<file path="config.mk">
export PLATFORM = sky130hd
export DESIGN_NAME = tmr_capcmp
export DESIGN_NICKNAME = d
export VERILOG_FILES = /design/src/rtl/tmr_capcmp.sv
export SDC_FILE = /design/constraint.sdc
export NUM_CORES = 1
export LEC_CHECK = 0
export BUFFER_PORTS_ARGS = -buffer_cell sky130_fd_sc_hd__buf_2
export CAP_MARGIN = 20
export CORE_AREA = 2 2 158 160
export DETAILED_ROUTE_END_ITERATION = 10
export DIE_AREA = 0 0 160 162
export GPL_TIMING_DRIVEN = 0
export MAX_ROUTING_LAYER = met4
export PLACE_DENSITY = 0.69
export RECOVER_POWER = 100
export SYNTH_ARGS = -nofsm -noshare
export SYNTH_HDL_FRONTEND = slang
export SYNTH_SLANG_ARGS = --single-unit
</file>
<file path="constraint.sdc">
create_clock -name clk -period 2.8 [get_ports clk]
set_input_delay 0.56 -clock clk [delete_from_list [all_inputs] [get_ports clk]]
set_output_delay 0.56 -clock clk [all_outputs]
set_load 0.02 [all_outputs]
</file>
<file path="src/rtl/tmr_capcmp.sv">
`timescale 1ns/1ps
module tmr_capcmp (
  input  logic       clk,
  input  logic       rst_n,
  input  logic [4:0] addr,
  input  logic       wr,
  input  logic       rd,
  input  logic [7:0] wdata,
  output logic [7:0] rdata,
  input  logic [2:0] cap_in,
  input  logic       sh_pin_in,
  output logic       sh_pin_out,
  output logic       sh_pin_oe,
  output logic [3:0] cmp_out,
  output logic       irq
);
  localparam logic [4:0] A_FLG = 5'h12, A_IEN = 5'h13, A_FRC = 5'h14, A_CTL = 5'h15,
                         A_ACT = 5'h16, A_EDG = 5'h17, A_OVF = 5'h18;

  logic [15:0] cnt;
  logic [3:0]  pre;
  logic [7:0]  ctrl, act, edg, flags, ien, rbuf;
  logic        ovf_f, ovf_en, rvalid;
  logic [3:0]  rpair;
  logic [15:0] cmpr [5];
  logic [15:0] capr [3];
  logic [4:0]  olvl, match, fire, frc;
  logic [3:0]  src, prev, hit;
  logic [7:0]  setv;
  logic [15:0] word;

  wire        sh_cap = ctrl[2];
  wire [3:0]  mask   = {ctrl[1:0] == 2'b11, ctrl[1], |ctrl[1:0], |ctrl[1:0]};
  wire        tick   = (pre & mask) == mask;
  wire [15:0] cnt_nx = cnt + 16'd1;

  function automatic logic apply(input logic [1:0] a, input logic l);
    case (a)
      2'b01:   apply = ~l;
      2'b10:   apply = 1'b0;
      2'b11:   apply = 1'b1;
      default: apply = l;
    endcase
  endfunction

  always_comb begin
    for (int i = 0; i < 5; i++) match[i] = tick && (cnt_nx == cmpr[i]);
    match[4] = match[4] && !sh_cap;
    src = {ctrl[3] ? ctrl[6] : sh_pin_in, cap_in};
    for (int j = 0; j < 4; j++)
      hit[j] = (edg[2*j] & src[j] & ~prev[j]) | (edg[2*j+1] & ~src[j] & prev[j]);
    hit[3] = hit[3] && sh_cap;
    setv = {match[0], match[1], match[2], match[3], sh_cap ? hit[3] : match[4], hit[0], hit[1], hit[2]};
    frc  = (wr && addr == A_FRC) ? wdata[7:3] : 5'd0;
    for (int i = 0; i < 5; i++) fire[i] = match[i] | frc[4-i];
    fire[4] = fire[4] && !sh_cap;
  end

  always_comb begin
    case (addr[4:1])
      4'd0:    word = cnt;
      4'd1:    word = cmpr[0];
      4'd2:    word = cmpr[1];
      4'd3:    word = cmpr[2];
      4'd4:    word = cmpr[3];
      4'd5:    word = cmpr[4];
      4'd6:    word = capr[0];
      4'd7:    word = capr[1];
      4'd8:    word = capr[2];
      default: word = 16'd0;
    endcase
  end

  always_comb begin
    rdata = 8'h00;
    if (addr < A_FLG)
      rdata = addr[0] ? ((rvalid && rpair == addr[4:1]) ? rbuf : word[7:0]) : word[15:8];
    else
      case (addr)
        A_FLG:   rdata = flags;
        A_IEN:   rdata = ien;
        A_CTL:   rdata = ctrl;
        A_ACT:   rdata = act;
        A_EDG:   rdata = edg;
        A_OVF:   rdata = {ovf_f, ovf_en, 6'd0};
        default: rdata = 8'h00;
      endcase
  end

  always_ff @(posedge clk or negedge rst_n) begin
    if (!rst_n) begin
      cnt <= '0; pre <= '0; ctrl <= '0; act <= '0; edg <= '0; flags <= '0; ien <= '0;
      rbuf <= '0; rpair <= '0; rvalid <= 1'b0; ovf_f <= 1'b0; ovf_en <= 1'b0;
      olvl <= '0; prev <= '0;
      for (int i = 0; i < 5; i++) cmpr[i] <= '0;
      for (int j = 0; j < 3; j++) capr[j] <= '0;
    end else begin
      pre <= pre + 4'd1;
      if (tick) cnt <= cnt_nx;
      if (tick && cnt == 16'hFFFF) ovf_f <= 1'b1;
      else if (wr && addr == A_OVF && wdata[7]) ovf_f <= 1'b0;
      if (wr && addr == A_OVF) ovf_en <= wdata[6];
      flags <= (flags & ~((wr && addr == A_FLG) ? wdata : 8'h00)) | setv;
      if (wr) begin
        case (addr)
          A_IEN: ien  <= wdata;
          A_CTL: ctrl <= wdata;
          A_ACT: act  <= wdata;
          A_EDG: edg  <= wdata;
          default: ;
        endcase
      end
      prev <= src;
      for (int i = 0; i < 4; i++) if (fire[i]) olvl[i] <= apply(act[2*i +: 2], olvl[i]);
      if (fire[4]) olvl[4] <= apply(ctrl[5:4], olvl[4]);
      for (int i = 0; i < 5; i++)
        if (wr && addr[4:1] == 4'(i + 1) && !(i == 4 && sh_cap)) begin
          if (addr[0]) cmpr[i][7:0] <= wdata;
          else         cmpr[i][15:8] <= wdata;
        end
      for (int j = 0; j < 3; j++) if (hit[j]) capr[j] <= cnt;
      if (hit[3]) cmpr[4] <= cnt;
      if (rd && addr < A_FLG) begin
        if (!addr[0]) begin
          rbuf <= word[7:0]; rpair <= addr[4:1]; rvalid <= 1'b1;
        end else rvalid <= 1'b0;
      end
    end
  end

  assign cmp_out    = olvl[3:0];
  assign sh_pin_oe  = ctrl[3];
  assign sh_pin_out = sh_cap ? ctrl[6] : olvl[4];
  assign irq        = |(flags & ien) | (ovf_f & ovf_en);
endmodule


</file>
==> summary.md <==
| Metric | Value |
|---|---|
| CTS tree | yes |
| Crit path depth | 10 |
| Clock power share | 0.283 |
| Fillers | 1834 |
| Via count | 10500 |
| Area of the die | 0.0259 mm² |
| Total chip power | 0.0129 W |
| Most used flip-flop cell after synthesis | dfrtp_1 |
| First-pass DRT Iterations | 7 |
| Post-route cell area | 0.0155 mm² |
| Buf/Inv on CP | 4 |
| Critical path capture point type | output port |
| Syn_nets | 1111 |
| Top delay family on crit path | compound AO/OA/AOI/OAI gates |
| Hold Crit Class | input port to flip-flop |
| VDD IR max | 546 µV |
| Post-synthesis sequential element count | 212 |
| Placed cells | 1443 |
| Crit path DAT | 2.55 ns |
| Status | complete, but fails checks |
| Slowest CP cell | a222oi_1 |
| Post-synth EDFFs | 0 |
| Vias per cell | 6.60 |
| Overall global routing resource usage | 0.346 |
| Leakage Power | 6.74 nW |
| Nets@finish | 1272 |
| Reg2Reg Depth | 11 |
| Rows | 57 |
| Final period utilization | 1.11 |
| Psw | 0.00458 W |
| Clk slew on worst S/H paths | 0.06 ns |
| Critical Path RT | 2.24 ns |
| DR iter-0 viols | 1570 |
| Largest regs | cmpr x80, capr x48, cnt x16 |
| Boundary pin count | 36 |
| Max-slew violation count | 115 |
| Max Clock Freq | 322 MHz |
| Residual DRC | 0 |
| Final worst path period need | 3.11 ns |
| Pin count of the biggest net entering global routing | 115 |
| Post-route setup slack | -0.307 ns |
| Unrepaired setup endpoints after global routing | yes |
| Comb pwr share | 0.363 |
| Max-Cap Viols | 1 |
| Failing checks | max-capacitance violations, max-slew violations, negative setup slack |
| Most common cell after layout, fill and taps aside | dfrtp_1 |
| RR Endpoint | olvl[4] |
| Async S/R FF share, synth | 1.00 |
| Switching part of the total | 0.354 |
| Clock Latency Late Sink | 0.54 ns |
| Worst setup path endpoint | rdata[7] |
| Fin. Hold Viols | 0 |
| H-Tree Depth | 1 |
| Seq/Total Area, Yosys | 0.447 |
| Clock root cell | clkbuf_16 |
| Critical Path Max Stage Delay | 0.48 ns |
| Port Buffer Count | 30 |
| First-pass GRT wire length | 65100 µm |
| WL final | 44900 µm |
| Sequential power share | 0.355 |
| Tightest Pin Transition | 1.60 ns |
| Layout Cells excl Fill | 1593 |
| Cell area power density | 834 mW/mm² |
| # setup viols final | 10 |
| Vias in the first global route | 9812 |
| Yosys warns | 0 |
| CP startpoint kind | input port |
| Yosys cell types | 68 |
| Worst R2R Setup Slack | -0.01 ns |
| Initial Util | 0.492 |
| Post-synthesis cell area | 0.0119 mm² |
| Die Y-Extent | 162 µm |
| Total CTS buffers | 24 |
| Syn Inst Count | 1088 |
| Crit-path max FO | 10 |
| Gr ovfl total | 0 |
| Reg-to-reg critical path startpoint | cnt[1] |
| Die X-Extent | 160 µm |
| Layout cell share with drive strength beyond 1 | 0.399 |
| Placer Congestion | 0.970 |
| Most frequent cells in the layout | dfrtp_1 (202), mux2_2 (158), buf_4 (99), nand2_1 (73), xnor2_1 (55) |
| Dpl cell area | 0.0125 mm² |
| Worst Setup SP | addr[4] |
| Int Power | 0.00835 W |
| Area Growth Syn to Fin | 30.6% |
| Path type of the worst setup path | input port to output port |
| Hold_sp | cap_in[1] |
| Hold buffers post-CTS | 0 |
| CP cell instances | clkbuf_16, nand2b_4, nor2_4, buf_4, clkbuf_8, a222oi_1, a31oi_1, a211oi_2, a31oi_2, buf_4 |
| Mapped Avg Cell Area | 10.9 µm² |
| Initial antenna violation count | 0 |
| Core area | 0.0241 mm² |
| Biggest register | cmpr |
| Place WS | -1.26 ns |
| Smallest hold slack | 0.165 ns |
| Max FFs per register | 80 |
| Wire length per cell | 28.2 µm |
| Most used cell, CP | buf_4 |
| Final ANT Viol Nets | 0 |
| Rel. slew slack | -0.0642 |
| Clk_skew | 0.0192 ns |
| Clock Path Buffers | 3 |
| Detail Placement HPWL | 29300 µm |
| CTS sink count | 212 |
cell usage after synthesis, types with 25 or more instances:
| cell type | number | area, µm² |
|---|---|---|
| dfrtp_1 | 212 | 5310 |
| mux2_2 | 159 | 1790 |
| nand2_1 | 75 | 282 |
| clkbuf_1 | 65 | 244 |
| xnor2_1 | 62 | 543 |
| nor2_1 | 48 | 180 |
| a21oi_1 | 35 | 175 |
| a22oi_1 | 34 | 255 |
| xor2_1 | 29 | 254 |
| mux2i_1 | 27 | 270 |
| o21ai_0 | 27 | 135 |
| a221oi_1 | 26 | 228 |
| nand3_1 | 25 | 125 |
worst min-delay path by stage:
stage                     to  slack, ns  cells past startpoint
finish               prev[1]       0.17                      1
global route         prev[2]       0.18                      1
CTS                 cmpr[61]       0.15                      1
detailed placement    pre[3]       0.47                      1
global placement      pre[0]       0.46                      1
floorplan             act[0]       0.26                      0
cell families (layout without fill, tap and decap cells):
logic type	count (synthesis)	in the layout	share of synthesized area
DFF	212	212	0.447
AOI/OAI and AO/OA	228	228	0.140
buffers and inverters	102	281	0.0366
adders and majority gates	2	2	0.00211
muxes	186	186	0.174
and+or+nand+nor	256	256	0.113
xor gates and xnor gates	102	102	0.0879
other	0	2	0
what timing repair did:
item	4_1_cts	5_1_grt
resized for setup	181	78
cloned	0	1
setup endpoints to repair	27	14
buffers inserted	53	62
pin swaps	48	53
power groups by stage:
stage,clock network [W],registers (W),logic (W)
2_1_floorplan,0,0.00422,0.00241
3_3_place_gp,0,0.00448,0.00328
3_5_place_dp,0,0.00450,0.00333
4_1_cts,0.00367,0.00450,0.00395
5_1_grt,0.00379,0.00464,0.00491
6_report,0.00365,0.00459,0.00469
worst register-to-register path, cell delays in order (launching register included):
cell and delay [ns]:
dfrtp_1 0.38, buf_6 0.15, and4_4 0.22, buf_6 0.15, and3_4 0.21, buf_12 0.14, xnor2_4 0.14, xnor2_1 0.11
or4_4 0.55, nor4_4 0.38, o21ai_1 0.10, o22a_1 0.16
final cells by class:
class	instances	area, µm²	area share
multi-input combinational	774	6930	0.447
sequential	212	5320	0.343
timing repair buffer	147	1240	0.0798
clock buffer	31	697	0.0450
buffer	69	593	0.0383
tap	324	405	0.0262
clock inverter	13	233	0.0150
inverter	21	78.8	0.00509
antenna	2	5.00	0.000323
layer usage:
layer	up-vias	GRT usage	part of all wire
li1	4343	-	-
met1	5277	0.479	0.41
met2	722	0.497	0.44
met3	174	0.0664	0.10
met4	0	0.154	0.054
met5	-	-	0
metrics by stage:
step / util / TNS [ns]
6_report: 0.643 / -1.77
3_3_place_gp: 0.519 / -572.22
4_1_cts: 0.609 / -1.08
2_1_floorplan: - / -0.0107
3_5_place_dp: 0.520 / -38.35
5_1_grt: 0.643 / -2.42
No activity file was read; power rests on OpenSTA's default activity.
